### config.mk
export PLATFORM = sky130hd
export DESIGN_NAME = apb_regfile_sub
export DESIGN_NICKNAME = d
export VERILOG_FILES = /design/src/rtl/apb_sub_pkg.sv /design/src/rtl/apb_wait_ctrl.sv /design/src/rtl/apb_access_check.sv /design/src/rtl/apb_reg_store.sv /design/src/rtl/apb_regfile_sub.sv
export SDC_FILE = /design/constraint.sdc
export NUM_CORES = 1
export LEC_CHECK = 0
export BUFFER_PORTS_ARGS = -buffer_cell sky130_fd_sc_hd__buf_2
export CAP_MARGIN = 40
export CORE_ASPECT_RATIO = 0.5
export CORE_MARGIN = 8
export CORE_UTILIZATION = 50
export CTS_CLUSTER_SIZE = 25
export DETAILED_ROUTE_END_ITERATION = 12
export GPL_ROUTABILITY_DRIVEN = 0
export GPL_TIMING_DRIVEN = 0
export HOLD_SLACK_MARGIN = 0.12
export PLACE_DENSITY = 0.7
export SLEW_MARGIN = 10
export SYNTH_ARGS = -nofsm -noshare
export SYNTH_HDL_FRONTEND = slang
export SYNTH_SLANG_ARGS = --single-unit
### constraint.sdc
create_clock -name pclk -period 2.49 [get_ports pclk]
set_input_delay 0.498 -clock pclk [delete_from_list [all_inputs] [get_ports pclk]]
set_output_delay 0.498 -clock pclk [all_outputs]
set_load 0.005 [all_outputs]
### src/rtl/apb_sub_pkg.sv
package apb_sub_pkg;

    // Word index of the read-only status word (offset 0x04)
    localparam int STATUS_IDX = 1;
    // Word index of the word guarded against non-secure access (offset 0x08)
    localparam int SECURE_IDX = 2;
    // Bytes in the mapped window
    localparam int MAP_BYTES  = 16;

    typedef struct packed {
        logic out_of_map;
        logic ro_write;
        logic prot_fail;
        logic par_fail;
    } err_cause_t;

endpackage

### src/rtl/apb_wait_ctrl.sv
module apb_wait_ctrl #(
    parameter int WAIT_CYCLES = 1
) (
    input  logic clk,
    input  logic rst_n,
    input  logic access,
    output logic ready
);

    generate
        if (WAIT_CYCLES == 0) begin : g_nowait
            logic unused_clk;
            assign unused_clk = clk ^ rst_n;
            assign ready      = access;
        end else begin : g_wait
            localparam int CNT_W = $clog2(WAIT_CYCLES + 1);

            typedef struct packed {
                logic [CNT_W-1:0] cnt;
            } wait_st_t;

            wait_st_t st_d, st_q;

            assign ready = access && (st_q.cnt == CNT_W'(WAIT_CYCLES));

            always_comb begin
                st_d = st_q;
                if (!access || ready) begin
                    st_d.cnt = '0;
                end else begin
                    st_d.cnt = st_q.cnt + CNT_W'(1);
                end
            end

            always_ff @(posedge clk or negedge rst_n) begin
                if (!rst_n) begin
                    st_q <= '0;
                end else begin
                    st_q <= st_d;
                end
            end
        end
    endgenerate

endmodule

### src/rtl/apb_access_check.sv
module apb_access_check
    import apb_sub_pkg::*;
#(
    parameter int ADDR_W = 8,
    parameter int OFF_W  = 4,
    parameter int IDX_W  = 2
) (
    input  logic [ADDR_W-1:0] paddr,
    input  logic              pwrite,
    input  logic              nonsecure,
    input  logic              par_fault,
    output logic [IDX_W-1:0]  idx,
    output err_cause_t        cause,
    output logic              any_err
);

    always_comb begin
        idx              = paddr[OFF_W-1:2];
        cause.out_of_map = |paddr[ADDR_W-1:OFF_W];
        cause.ro_write   = !cause.out_of_map && pwrite
                           && (idx == IDX_W'(STATUS_IDX));
        cause.prot_fail  = !cause.out_of_map && nonsecure
                           && (idx == IDX_W'(SECURE_IDX));
        cause.par_fail   = par_fault;
        any_err          = |cause;
    end

endmodule

### src/rtl/apb_reg_store.sv
module apb_reg_store
    import apb_sub_pkg::*;
#(
    parameter int              DATA_W      = 32,
    parameter int              NUM_REGS    = 4,
    parameter int              IDX_W       = 2,
    parameter logic [DATA_W-1:0] STATUS_WORD = '0
) (
    input  logic              clk,
    input  logic              rst_n,
    input  logic              wr_en,
    input  logic [IDX_W-1:0]  idx,
    input  logic [DATA_W-1:0] wdata,
    output logic [DATA_W-1:0] rdata
);

    typedef struct packed {
        logic [NUM_REGS-1:0][DATA_W-1:0] regs;
    } store_st_t;

    store_st_t st_d, st_q;

    always_comb begin
        st_d = st_q;
        if (wr_en && (idx != IDX_W'(STATUS_IDX))) begin
            st_d.regs[idx] = wdata;
        end
    end

    always_comb begin
        if (idx == IDX_W'(STATUS_IDX)) begin
            rdata = STATUS_WORD;
        end else begin
            rdata = st_q.regs[idx];
        end
    end

    always_ff @(posedge clk or negedge rst_n) begin
        if (!rst_n) begin
            st_q <= '0;
        end else begin
            st_q <= st_d;
        end
    end

endmodule

### src/rtl/apb_regfile_sub.sv
module apb_regfile_sub
    import apb_sub_pkg::*;
#(
    parameter int                ADDR_W      = 8,
    parameter int                DATA_W      = 32,
    parameter int                WAIT_CYCLES = 1,
    parameter bit                ERR_EN      = 1'b1,
    parameter logic [DATA_W-1:0] STATUS_WORD = 32'hA5C3_0001
) (
    input  logic              pclk,
    input  logic              presetn,
    input  logic              psel,
    input  logic              penable,
    input  logic              pwrite,
    input  logic [ADDR_W-1:0] paddr,
    input  logic [DATA_W-1:0] pwdata,
    input  logic [2:0]        pprot,
    input  logic              par_fault,
    output logic [DATA_W-1:0] prdata,
    output logic              pready,
    output logic              pslverr
);

    localparam int OFF_W    = $clog2(MAP_BYTES);
    localparam int NUM_REGS = MAP_BYTES / 4;
    localparam int IDX_W    = $clog2(NUM_REGS);

    logic              access;
    logic              done;
    logic              any_err;
    logic              commit_wr;
    logic [IDX_W-1:0]  idx;
    logic [DATA_W-1:0] rdata;
    err_cause_t        cause;
    logic              unused_bits;

    assign access      = psel && penable;
    assign done        = access && pready;
    assign commit_wr   = done && pwrite && !any_err;
    assign unused_bits = ^{pprot[2], pprot[0], paddr[1:0], cause};

    apb_wait_ctrl #(
        .WAIT_CYCLES (WAIT_CYCLES)
    ) u_wait (
        .clk    (pclk),
        .rst_n  (presetn),
        .access (access),
        .ready  (pready)
    );

    apb_access_check #(
        .ADDR_W (ADDR_W),
        .OFF_W  (OFF_W),
        .IDX_W  (IDX_W)
    ) u_check (
        .paddr     (paddr),
        .pwrite    (pwrite),
        .nonsecure (pprot[1]),
        .par_fault (par_fault),
        .idx       (idx),
        .cause     (cause),
        .any_err   (any_err)
    );

    apb_reg_store #(
        .DATA_W      (DATA_W),
        .NUM_REGS    (NUM_REGS),
        .IDX_W       (IDX_W),
        .STATUS_WORD (STATUS_WORD)
    ) u_store (
        .clk   (pclk),
        .rst_n (presetn),
        .wr_en (commit_wr),
        .idx   (idx),
        .wdata (pwdata),
        .rdata (rdata)
    );

    assign prdata = (done && !pwrite && !any_err) ? rdata : '0;

    generate
        if (ERR_EN) begin : g_err
            assign pslverr = done && any_err;
        end else begin : g_noerr
            assign pslverr = 1'b0;
        end
    endgenerate

endmodule

### Word-level counts from Yosys, hierarchy flattened

Index checks and enable logic that the tools add are counted.

| storage, ports and cells | value |
|---|---|
| word-level logic and storage cells | 40 |
| bits in registers | 129 |

| operators by class | value |
|---|---|
| equality and inequality tests | 3 |
| $add $sub $neg | 1 |
| multiplexer cells | 8 |
| reduce and logical (&&, ||, !) cells | 21 |
| $lt $le $gt $ge | 2 |

Operator list:

| operator | number |
|---|---|
| $bwmux W128 | 1 |
| $mux W32 | 4 |
| $bmux W32 S2 | 1 |
| $demux W32 S2 | 1 |
| $logic_and A1 B1 Y1 | 14 |
| $reduce_or A7 Y1 | 1 |
| $logic_not A1 Y1 | 4 |
| $reduce_or A4 Y1 | 1 |
| $lt A2 B3 Y1 const B | 1 |
| $eq A2 B1 Y1 const B | 1 |
| $eq A2 B2 Y1 const B | 1 |
| $ge A2 B1 Y1 const B | 1 |
| $ne A2 B1 Y1 const B | 1 |
| $add A1 B1 Y1 const B | 1 |
| $logic_or A1 B1 Y1 | 1 |
| $mux W1 | 1 |

### Longest topological paths before layout

Gate-level depths: netlist of run 1.

| depth | value |
|---|---|
| word-level depth | 8 |
| gate-level depth with buffers | 6 |
| mapped depth without buffers | 3 |

### Cells and area by module

A second synthesis of run 1 with hierarchy kept.

| second synthesis, totals | value |
|---|---|
| cell total of the unflattened synthesis | 336 |
| area, all modules | 4680.7 um2 |

Modules (own cells, without submodules):

| module | area each (um2) | times used | cells each |
|---|---|---|---|
| apb_reg_store | 4274.1 | 1 | 281 |
| apb_regfile_sub | 297.8 | 1 | 43 |
| apb_access_check | 67.6 | 1 | 9 |
| apb_wait_ctrl | 41.3 | 1 | 3 |

### Worst setup path before layout of run 1

No wires, ideal clock.

| timing | value |
|---|---|
| path kind | input -> output |
| start | input paddr[5] |
| end | output prdata[0] |
| slack | 0.111 ns |
| cell stages on the path | 4 |
| arrival time | 1.881 ns |
| cells stage by stage | or4b_4 a2111oi_4 buf_4 o221a_2 |

| between the ends | value |
|---|---|
| word-level cells in the longest chain between the ends | 8 |
| elaborated cells on any way between the ends | 10 |
| those cells by class | mux (1); reduce/logical (9) |

RTL lines:

| item | line | text |
|---|---|---|
| start: declaration | apb_regfile_sub.sv:15 | `input logic [ADDR_W-1:0] paddr,` |
| $reduce_or A4 Y1 | apb_access_check.sv:19 | `cause.out_of_map = \|paddr[ADDR_W-1:OFF_W];` |
| $logic_not A1 Y1 | apb_access_check.sv:20, apb_access_check.sv:22 |  |
| $logic_and A1 B1 Y1 (on tied branches) | apb_access_check.sv:22, apb_access_check.sv:20 |  |
| $logic_and A1 B1 Y1 (on tied branches) | apb_access_check.sv:23, apb_access_check.sv:21 |  |
| $reduce_or A7 Y1 * | apb_access_check.sv:25 | `any_err = \|cause;` |
| $logic_not A1 Y1 * | apb_regfile_sub.sv:79 | `assign prdata = (done && !pwrite && !any_err) ? rdata : '0;` |
| $logic_and A1 B1 Y1 * | apb_regfile_sub.sv:79 |  |
| $mux W32 * | apb_regfile_sub.sv:79 |  |
| end: declaration | apb_regfile_sub.sv:19 | `output logic [DATA_W-1:0] prdata,` |

Every way passes the cells marked *; elsewhere a longest branch is shown, timed or not.

### Final worst setup path of run 1

| timing | value |
|---|---|
| start | register u_wait.g_wait.st_q |
| end | output prdata[26] |

| between the ends | value |
|---|---|
| word-level cells in the longest chain between the ends | 5 |

RTL lines:

| item | line | text |
|---|---|---|
| start: declaration | apb_wait_ctrl.sv:22 | `wait_st_t st_d, st_q;` |
| start signal: assignment | apb_wait_ctrl.sv:39 | `st_q <= st_d;` |
| $logic_and A1 B1 Y1 | apb_wait_ctrl.sv:24 | `assign ready = access && (st_q.cnt == CNT_W'(WAIT_CYCLES));` |
| $logic_and A1 B1 Y1 | apb_regfile_sub.sv:38 | `assign done = access && pready;` |
| $logic_and A1 B1 Y1 (2 in series) | apb_regfile_sub.sv:79 |  |
| $mux W32 | apb_regfile_sub.sv:79 |  |

Every way passes these cells.

==> summary.txt, run 1 <==
Routing
  – Initial DRT Pass Iterations: 4
  – Post-DRT Antenna Nets: 0
  – Detailed-route via count: between 3000 and 4000
  – WL final: between 10000 and 15000 um
  – Iter 0 DRT Violations: 196
  – WL per Instance: around 20 um
  – Drt drc: 0
  – Number of vias per cell: around 5.7

Place
  – Placed insts: roughly 550
  – HPWL after DPL: roughly 8100 um
  – Post-DP Area: approximately 5200 um^2
  – Port Buffer Count: 77

Cells and area
  – Final #Nets: a little under 500
  – Most frequent cells in the layout: dfrtp_1 (97), mux2_2 (94), buf_2 (67), nand3_1 (24)
  – Area of the multi-input gates: approximately 2200 um^2
  – Commonest non-fill, non-tap cell in the layout: dfrtp_1
  – Filler cells: just over 700
  – Layout cell share with drive strength beyond 1: 0.529
  – Diodes inserted: 0
  – Reg area: around 2400 um^2
  – Layout Utilization: 0.626
  – Final std cells w/o fill: between 500 and 600
  – Final Cell Area: ~5800 um^2
  – Layout area overhead: 24.4%

STA
  – Worst-margin pin slew: roughly 0.55 ns
  – RSZ-0062 raised after global routing: yes
  – Slew HR: 0.630
  – Layout Skew: around 0.009 ns
  – Final hold viol count: 0
  – Tmin final: between 2 and 3 ns
  – Final Max Slew Viols: 0
  – Final Cycle Share: 1.01
  – Final setup viols: 10
  – Setup_tns: -0.148 ns
  – Final worst slack: -0.0295 ns
  – Achievable frequency: just under 0.4 GHz

Global route
  – Global-route wire length before repair: 18700 um
  – Initial antenna violation count: 0
  – Total track usage: 0.185
  – Pin count of the biggest net entering global routing: 66
  – Total grt overflow: 0
  – Vias in the first global route: 3354

Clock network
  – CTS root buffer: clkbuf_16
  – H-tree depth: 3
  – Max clock buf depth: 2
  – Clock-pin slew on the worst setup and hold paths: 0.06 ns
  – Total CTS buffers: 9
  – Worst-skew pair later-pin latency: 0.34 ns
  – Clk sink count: a little under 100
  – Clock tree from TritonCTS: built

Setup path
  – Worst Path Buf+Inv: 3
  – Cell count along the critical path: 6
  – Setup CP Type: reg2out
  – Worst Reg-to-Reg Cells: 5
  – Worst Setup Start Kind: register
  – Worst setup endpoint: prdata[26]
  – Worst setup path startpoint: u_wait.g_wait.st_q$_DFF_PN0_
  – Most Frequent Cell on Critical Path: buf_6
  – Critical Path End Type: output pin
  – Crit-path cells: or4b_4, a2111oi_4, buf_6, buf_8, o221a_2, buf_6
  – RR Startpoint: u_wait.g_wait.st_q$_DFF_PN0_
  – CP max FO: 5
  – Reg2Reg Setup Slack: roughly 0.26 ns
  – Slowest stage delay, CP: between 0.4 and 0.5 ns
  – R2r endpoint: u_store.st_q[29]$_DFFE_PN0P_
  – Critical path arrival: 2.02 ns
  – Crit path max-delay cell type: or4b_4
  – CP top delay family: simple AND/OR/NAND/NOR gates
  – Data required time of the worst path: 1.99 ns

Floorplan
  – Die area: roughly 13000 um^2
  – Top Ports: just over 80
  – Starting Density: 0.504
  – FP Rows: 25
  – Die height: 84.2 um
  – Die width: around 150 um
  – Core area: around 9200 um^2

Status
  – Failing checks: negative setup slack
  – Status: finished, violations left

Power and ir drop
  – P_leak: 2.98 nW
  – Sequential group share of total power: 0.507
  – Design internal power: around 2.5 mW
  – Switching power: 0.685 mW
  – P per Cell Area: 543 nW/um^2
  – Logic pwr share: 0.059
  – Clock share of power: 0.435
  – Switch share: 0.218
  – Peak supply drop: roughly 0.32 mV

Flow run
  – Max-Cap Viols: 0

Yosys
  – Sequential area share after synthesis: 0.522
  – Post-Syn Area per Cell: roughly 13 um^2
  – Cells after Synth: 347
  – Netlist cell types: 29
  – Synth warnings: 0
  – Post-synth net total: 396
  – Mapped cell area: roughly 4600 um^2
  – Seq cells post-synth: 97

Min path
  – Worst Hold Class: in2reg
==> power groups by stage <==
| stage | Clock, mW | Sequential [mW] | Combinational [mW] |
|---|---|---|---|
| after floorplan | 0 | 1.62 | 0.0604 |
| after global placement | 0 | 1.62 | 0.167 |
| after detailed placement | 0 | 1.62 | 0.175 |
| after CTS | 1.39 | 1.59 | 0.183 |
| after global routing | 1.46 | 1.59 | 0.203 |
| final | 1.36 | 1.59 | 0.184 |
==> synthesized netlist by cell type <==
cell	instances	area share
dfrtp_1	97	0.52
mux2_2	94	0.23
nand3_1	24	0.026
and2_1	23	0.031
mux2i_1	23	0.050
o21ai_0	23	0.025
mux2_1	11	0.027
clkbuf_1	9	0.0073
o221a_2	9	0.022
buf_4	7	0.011
buf_6	3	0.0073
buf_1	2	0.0016
buf_2	2	0.0022
clkbuf_2	2	0.0022
nand2_1	2	0.0016
nor2_1	2	0.0016
nor3_4	2	0.0070
a2111oi_4	1	0.0059
a21boi_0	1	0.0016
a21oi_1	1	0.0011
and3_1	1	0.0013
and3b_1	1	0.0019
nand2b_1	1	0.0013
nand4bb_1	1	0.0024
nor2b_1	1	0.0013
nor4_4	1	0.0046
or4_1	1	0.0016
or4b_4	1	0.0030
or4bb_1	1	0.0024
==> layer usage <==
layer | vias up | global-route usage | routed length [um]
met3 | 5 | 0.0676 | 831
met4 | 0 | 0.0297 | 63
met2 | 99 | 0.258 | 4760
li1 | 1455 | - | -
met5 | - | 0 | 0
met1 | 1652 | 0.270 | 5760
==> registers in the layout (all words and copies together) (netlist names) <==
name,count
u_wait.g_wait.st_q,1
u_store.st_q,96
==> worst min-delay path by stage <==
stage,start,endpoint,slack (ns),cells after the start
after floorplan,presetn,u_store.st_q[0]$_DFFE_PN0P_,0.20,0
after global placement,u_wait.g_wait.st_q$_DFF_PN0_,u_wait.g_wait.st_q$_DFF_PN0_,0.42,1
after detailed placement,u_wait.g_wait.st_q$_DFF_PN0_,u_wait.g_wait.st_q$_DFF_PN0_,0.43,1
after CTS,pwdata[23],u_store.st_q[23]$_DFFE_PN0P_,0.39,2
after global routing,pwdata[10],u_store.st_q[74]$_DFFE_PN0P_,0.40,2
final,pwdata[23],u_store.st_q[23]$_DFFE_PN0P_,0.40,2
==> through the flow <==
stage / hold WS (ns) / power, mW / worst slack (ns)
2_1_floorplan: 0.202 / 1.68 / 0.111
3_3_place_gp: 0.417 / 1.79 / -0.386
3_5_place_dp: 0.432 / 1.79 / -0.418
4_1_cts: 0.388 / 3.17 / -0.0539
5_1_grt: 0.399 / 3.26 / -0.0960
6_report: 0.399 / 3.14 / -0.0295
==> repair_timing <==
| item | 4_1_cts | 5_1_grt |
|---|---|---|
| hold endpoints to repair | 32 | 0 |
| cloned | 0 | 1 |
| setup buffers | 4 | 0 |
| hold buffers | 1 | 0 |
| pin swaps | 1 | 0 |
| resized for setup | 20 | 29 |
| setup endpoints to repair | 32 | 32 |
==> cells by family after synthesis <==
family,Yosys count,share of synthesized area
flip-flops,97,0.522
AO/OA/AOI/OAI,35,0.0552
AND/OR/NAND/NOR,62,0.0869
buffers and inverters,25,0.0318
multiplexers,128,0.304
==> cell type report <==
| type | count | share of cell area |
|---|---|---|
| Clock buffer | 13 | 0.0433 |
| Multi-Input combinational cell | 225 | 0.373 |
| Tap cell | 121 | 0.0262 |
| Clock inverter | 2 | 0.00671 |
| Sequential cell | 97 | 0.420 |
| Timing Repair Buffer | 84 | 0.0968 |
| Buffer | 25 | 0.0342 |
Note: power is estimated with default switching activity, not from simulation.
==> inputs of run 2 (changes only) <==
Settings changed: ABC_AREA set to 1, PLACE_DENSITY 0.7 to 0.69.
==> run 2 against run 1 <==
  * The run now ends clean
  * Synthesized cell count grew 81%
  * Register-to-register slack better by 0.53 ns
  * Cell count up 51%
  * Maximum frequency increased by 7.5%
  * Hold slack worse by 0.26 ns
  * Critical path type is now in2out
  * Largest cell class unchanged
  * Largest power group is now clock
==> summary.txt, run 2 <==
Status
  – Status: complete, no violations

Setup path
  – Worst Setup Start Kind: input pin
  – Worst setup path startpoint: paddr[3]
  – RR Startpoint: u_wait.g_wait.st_q$_DFF_PN0_
  – Data required time of the worst path: slightly below 2 ns
  – Critical Path End Type: output pin
  – Critical path arrival: about 1.9 ns
  – Slowest stage delay, CP: roughly 0.24 ns
  – Crit path max-delay cell type: buf_2
  – R2r endpoint: u_store.st_q[83]$_DFFE_PN0P_
  – Setup CP Type: in2out
  – Worst setup endpoint: prdata[6]
  – Crit-path cells: buf_2, inv_1, buf_2, nor2_2, buf_4, buf_6, nand2_1, nand2_1, a21oi_1, nor2_1, buf_2
  – Reg2Reg Setup Slack: approximately 0.8 ns
  – CP max FO: 10
  – Worst Reg-to-Reg Cells: 5
  – Most Frequent Cell on Critical Path: buf_2

STA
  – Slew HR: 0.608
  – Worst hold slack: roughly 0.14 ns
  – Final setup viols: 0
  – Final hold viol count: 0
  – Layout Skew: roughly 0.0072 ns
  – RSZ-0062 raised after global routing: no
  – Achievable frequency: approximately 0.43 GHz
  – Worst-margin pin slew: 0.588 ns
  – Final Max Slew Viols: 0
  – Tmin final: 2.34 ns
  – Final Cycle Share: 0.942

Routing
  – Initial DRT Pass Iterations: 5
  – Post-DRT Antenna Nets: 0
  – Met3 Wirelength: 1310 um
  – Max layer used: met4
  – Met2 WL: ~7100 um
  – Detailed-route via count: 4791
  – WL final: between 15000 and 20000 um
  – WL per Instance: 17.9 um
  – Drt drc: 0
  – Iter 0 DRT Violations: between 300 and 400
  – Number of vias per cell: roughly 5.6
  – Length of routed wiring on met1: approximately 6800 um

Clock network
  – CTS root buffer: clkbuf_16
  – Clk sink count: between 90 and 100
  – Max clock buf depth: 2
  – H-tree depth: 3
  – Clock tree from TritonCTS: built
  – Cts hold-fix bufs: 0
  – Worst-skew pair later-pin latency: roughly 0.35 ns
  – Total CTS buffers: 9
  – Clock-pin slew on the worst setup and hold paths: 0.07 ns

Yosys
  – Mapped cell area: 4820 um^2
  – Netlist cell types: 17
  – Synth area leader: dfrtp_1
  – Sequential area share after synthesis: 0.503
  – Post-synth EDFFs: 0
  – Synth cell count leaders: nand2_1 (283), dfrtp_1 (97), nand4_1 (96), nor2_1 (39), buf_2 (34)
  – Post-synth top area share: 0.503
  – Synth top area cells: dfrtp_1 (50%), nand2_1 (22%), nand4_1 (12%)
  – Cells after Synth: approximately 630
  – FFs w/ async S/R, synth: 1.00
  – Seq cells post-synth: 97
  – Synth warnings: 0
  – Count leader, synth: nand2_1
  – Most used DFF post-synth: dfrtp_1
  – Post-Syn Area per Cell: between 7 and 8 um^2
  – Post-synth net total: approximately 680

Cells and area
  – Layout Utilization: 0.612
  – Commonest non-fill, non-tap cell in the layout: nand2_1
  – Max reg flops: 96
  – Layout cell share with drive strength beyond 1: 0.201
  – Top flop regs: u_store.st_q: 96 flops, u_wait.g_wait.st_q: 1 flops
  – Diodes inserted: 0
  – Filler cells: 906
  – Final #Nets: roughly 770
  – Layout area overhead: 19.5%
  – Most flops, register: u_store.st_q
  – Most frequent cells in the layout: nand2_1 (283), buf_2 (110), dfrtp_1 (97), nand4_1 (96), nor2_1 (39)
  – Final Cell Area: 5760 um^2

Floorplan
  – FP Rows: 25
  – Top Ports: just over 80
  – Die area: around 13000 um^2
  – Starting Density: 0.512
  – Die height: 85.5 um
  – Die width: 155 um
  – Core area: between 9000 and 10000 um^2

Flow run
  – Max-Cap Viols: 0

Power and ir drop
  – P_leak: ~3.3 nW
  – Peak supply drop: approximately 0.35 mV
  – P per Cell Area: 595 nW/um^2

Place
  – HPWL after DPL: ~10000 um
  – Post-DP Area: around 5400 um^2
  – Port Buffer Count: between 70 and 80

Global route
  – Global-route wire length before repair: roughly 26000 um
  – Total track usage: 0.245
  – Initial antenna violation count: 0
  – Pin count of the biggest net entering global routing: 56
  – Vias in the first global route: approximately 5000
  – Total grt overflow: 0

Min path
  – Worst Hold Class: in2async
[run 2: changes by cell type after synthesis, moves of 23 or more]
cell | before | now
and2_1 | 23 | 0
mux2i_1 | 23 | 0
nand2_1 | 2 | 283
nand4_1 | 0 | 96
mux2_2 | 94 | 0
buf_2 | 2 | 34
nor2_1 | 2 | 39
a21oi_1 | 1 | 32
[run 2: cell families after synthesis]
kind of cell,synth area share
flip-flops,0.503
AND/OR/NAND/NOR,0.389
buffers and inverters,0.0641
AO/OA/AOI/OAI,0.0436
[run 2: worst min path at each step]
stage / endpoint / cells after the start / slack (ns)
2_1_floorplan: u_store.st_q[0]$_DFFE_PN0P_ / 0 / 0.20
3_5_place_dp: u_wait.g_wait.st_q$_DFF_PN0_ / 1 / 0.43
5_1_grt: u_store.st_q[99]$_DFFE_PN0P_ / 1 / 0.19
3_3_place_gp: u_wait.g_wait.st_q$_DFF_PN0_ / 1 / 0.41
4_1_cts: u_store.st_q[100]$_DFFE_PN0P_ / 1 / 0.17
6_report: u_store.st_q[100]$_DFFE_PN0P_ / 1 / 0.14
[run 2: routing by layer]
metal | vias to the layer above | GRT usage
met5 | - | 0
met4 | 0 | 0.0653
met3 | 11 | 0.0669
met2 | 208 | 0.378
met1 | 2305 | 0.332
li1 | 2267 | -
[run 2: cell type report]
| type | count | area (um^2) | share of cell area |
|---|---|---|---|
| Buffer | 55 | 294 | 0.0510 |
| Sequential cell | 97 | 2430 | 0.421 |
| Clock buffer | 9 | 225 | 0.0391 |
| Tap cell | 135 | 169 | 0.0293 |
| Inverter | 6 | 22.5 | 0.00391 |
| Multi-Input combinational cell | 469 | 2090 | 0.362 |
| Clock inverter | 7 | 116 | 0.0202 |
| Timing Repair Buffer | 79 | 420 | 0.0729 |
[run 2: repair_timing]
item                       4_1_cts  5_1_grt
buffers inserted                 0        0
setup endpoints to repair        8       14
resized for setup                1        4
[run 2: critical path: cells and delay by family]
family / cells / cell delay, ns
compound gates: 1 / 0.15
simple gates: 4 / 0.28
buf+inv: 6 / 0.91
[run 2: per-stage QoR]
stage / setup slack, ns / setup TNS (ns) / instances / power (mW)
final: 0.145 / 0 / 857 / 3.43
after global routing: 0.00999 / 0 / 857 / 3.52
after CTS: 0.128 / 0 / 857 / 3.43
after detailed placement: -0.0361 / -0.177 / 841 / 1.85
after global placement: -0.165 / -15.45 / 840 / 1.84
after floorplan: 0.653 / 0 / 627 / 1.71
[run 2: report_power, final]
part	leakage [nW]	internal, mW	total, mW	switching [mW]
registers	1.35	1.58	1.59	0.00499
logic	1.73	0.0636	0.233	0.169
clock network	0.166	0.982	1.61	0.625
total	3.25	2.63	3.43	0.800
==> inputs of run 3 (changes only) <==
Settings changed: CORE_UTILIZATION 50 to 55, PLACE_DENSITY 0.69 to 0.75, SETUP_SLACK_MARGIN set to 0.4.
==> run 3 against run 2 <==
  * Die area is 7.8% lower
  * Largest cell class unchanged
  * Sequential power hardly changed
  * Non-clock buffer count is 16 higher
  * Register-to-register slack hardly changed
  * Sequential share of layout area is 2.7 points lower
  * Core utilization is 10 points higher
  * Combinational power is 30% higher
  * Cell count is 0.23% lower
  * Hold slack better by 0.049 ns
==> summary.txt, run 3 (same netlist as run 2, synthesis figures left out) <==
Clock network
  – H-tree depth: 3
  – Total CTS buffers: 9
  – CTS root buffer: clkbuf_16
  – Clock-pin slew on the worst setup and hold paths: about 0.060 ns
  – Clk sink count: between 90 and 100
  – Max clock buf depth: 2
  – Clock tree from TritonCTS: built
  – Worst-skew pair later-pin latency: between 0.3 and 0.4 ns
  – Cts hold-fix bufs: 0

STA
  – Tmin final: approximately 2.1 ns
  – RSZ-0062 raised after global routing: yes
  – Worst hold slack: 0.192 ns
  – Layout Skew: between 0.005 and 0.006 ns
  – Slew HR: 0.538
  – Worst-margin pin slew: 0.692 ns
  – Final Max Slew Viols: 0
  – Achievable frequency: roughly 0.47 GHz
  – Final setup viols: 0
  – Final worst slack: 0.371 ns
  – Final Cycle Share: 0.851
  – Final hold viol count: 0

Place
  – Placed insts: 823
  – Dpl ws: -0.0247 ns
  – Port Buffer Count: 78
  – HPWL after DPL: about 10000 um

Global route
  – Total grt overflow: 0
  – Global-route wire length before repair: roughly 25000 um
  – Total track usage: 0.262
  – Initial antenna violation count: 0
  – Vias in the first global route: about 4900
  – Pin count of the biggest net entering global routing: between 50 and 60

Power and ir drop
  – Design internal power: 2.37 mW
  – Peak supply drop: roughly 0.4 mV
  – Switching power: 0.801 mW
  – P_leak: roughly 3.4 nW
  – Final Power: between 3 and 4 mW
  – Clock share of power: 0.404
  – Switch share: 0.252
  – Sequential group share of total power: 0.501
  – P per Cell Area: approximately 510 nW/um^2
  – Logic pwr share: 0.095

Routing
  – Detailed-route via count: ~5100
  – Drt drc: 0
  – WL per Instance: roughly 19 um
  – Initial DRT Pass Iterations: 5
  – Iter 0 DRT Violations: approximately 610
  – Post-DRT Antenna Nets: 0
  – Number of vias per cell: 6.01
  – WL final: around 16000 um

Setup path
  – Data required time of the worst path: slightly below 2 ns
  – Worst setup path startpoint: paddr[3]
  – CP max FO: 8
  – Critical Path End Type: output pin
  – Slowest stage delay, CP: around 0.16 ns
  – Crit path max-delay cell type: buf_8
  – Crit-path cells: buf_8, inv_4, buf_6, nor2_4, buf_8, clkbuf_16, nand2_1, nand2_1, a21oi_1, nor2_2, buf_2
  – Worst setup endpoint: prdata[16]
  – Worst Reg-to-Reg Cells: 6
  – Worst Setup Start Kind: input pin
  – RR Startpoint: u_wait.g_wait.st_q$_DFF_PN0_
  – R2r endpoint: u_store.st_q[2]$_DFFE_PN0P_
  – Setup CP Type: in2out
  – Reg2Reg Setup Slack: about 0.80 ns
  – Critical path arrival: about 1.6 ns

Cells and area
  – Top flop regs: u_store.st_q: 96 flops, u_wait.g_wait.st_q: 1 flops
  – Filler cells: around 700
  – Diodes inserted: 0
  – Final std cells w/o fill: ~860
  – Final #Nets: roughly 780
  – Most frequent cells in the layout: nand2_1 (281), dfrtp_1 (97), nand4_1 (96), buf_2 (94), nor2_1 (27)
  – Commonest non-fill, non-tap cell in the layout: nand2_1
  – Layout Utilization: 0.715
  – Reg area: approximately 2400 um^2
  – Max reg flops: between 90 and 100
  – Layout cell share with drive strength beyond 1: 0.251
  – Most flops, register: u_store.st_q
  – Layout area overhead: 27.7%
  – Area of the multi-input gates: around 2200 um^2

Flow run
  – Max-Cap Viols: 0

Floorplan
  – Core area: between 8000 and 9000 um^2
  – Die height: approximately 80 um
  – Die area: roughly 12000 um^2
  – FP Rows: 24
  – Die width: ~150 um
  – Starting Density: 0.560
  – Top Ports: 83

Min path
  – Worst Hold Class: in2async

Status
  – Status: complete, no violations
## run 3: cell count changes in the layout (fill, tap and decap cells not counted), sizes merged
| cell | previous run | this run |
|---|---|---|
| buf | 121 | 136 |
| bufinv | 3 | 0 |
| clkbuf | 22 | 25 |
| clkinv | 2 | 3 |
## run 3: power by group through the flow
stage | Clock (mW) | Sequential [mW] | Combinational (mW)
2_1_floorplan | 0 | 1.62 | 0.0897
3_3_place_gp | 0 | 1.62 | 0.219
3_5_place_dp | 0 | 1.62 | 0.225
4_1_cts | 1.29 | 1.59 | 0.244
5_1_grt | 1.35 | 1.59 | 0.321
6_report | 1.28 | 1.59 | 0.302
## run 3: worst min path at each step
| stage | endpoint | slack [ns] | cells after the start |
|---|---|---|---|
| after global routing | u_store.st_q[4]$_DFFE_PN0P_ | 0.24 | 1 |
| final | u_store.st_q[4]$_DFFE_PN0P_ | 0.19 | 1 |
| after CTS | u_store.st_q[4]$_DFFE_PN0P_ | 0.22 | 1 |
| after global placement | u_wait.g_wait.st_q$_DFF_PN0_ | 0.41 | 1 |
| after detailed placement | u_wait.g_wait.st_q$_DFF_PN0_ | 0.42 | 1 |
| after floorplan | u_store.st_q[0]$_DFFE_PN0P_ | 0.20 | 0 |
## run 3: layout make-up
class,instances,area share
tap,117,0.0238
inverter,6,0.00406
sequential,97,0.394
buffer,55,0.0680
clock inverter,5,0.00508
multi-input combinational,469,0.359
clock buffer,11,0.0378
timing repair buffer,95,0.108
## run 3: worst max-delay path: cells and delay by family
family	cells	cell delay (ns)
compound gates	1	0.06
buf+inv	6	0.68
simple gates	4	0.37
## run 3: per-layer routing
| layer | share of wire | vias up | track usage |
|---|---|---|---|
| met2 | 0.45 | 342 | 0.415 |
| met1 | 0.41 | 2459 | 0.342 |
| met4 | 0.026 | 0 | 0.106 |
| met5 | 0 | - | 0 |
| li1 | - | 2291 | - |
| met3 | 0.11 | 50 | 0.0707 |
## run 3: stage by stage
step / cell area (um^2) / setup TNS [ns]
CTS: 5790 / 0
detailed placement: 5390 / -0.110
global route: 6160 / 0
floorplan: 4820 / 0
global placement: 5360 / -8.78
finish: 6160 / 0
## run 3: repair_timing
action,4_1_cts,5_1_grt
resized for setup,31,57
setup buffers,4,9
gates cloned,0,3
endpoints found under the setup margin,32,33
pin swaps,0,10
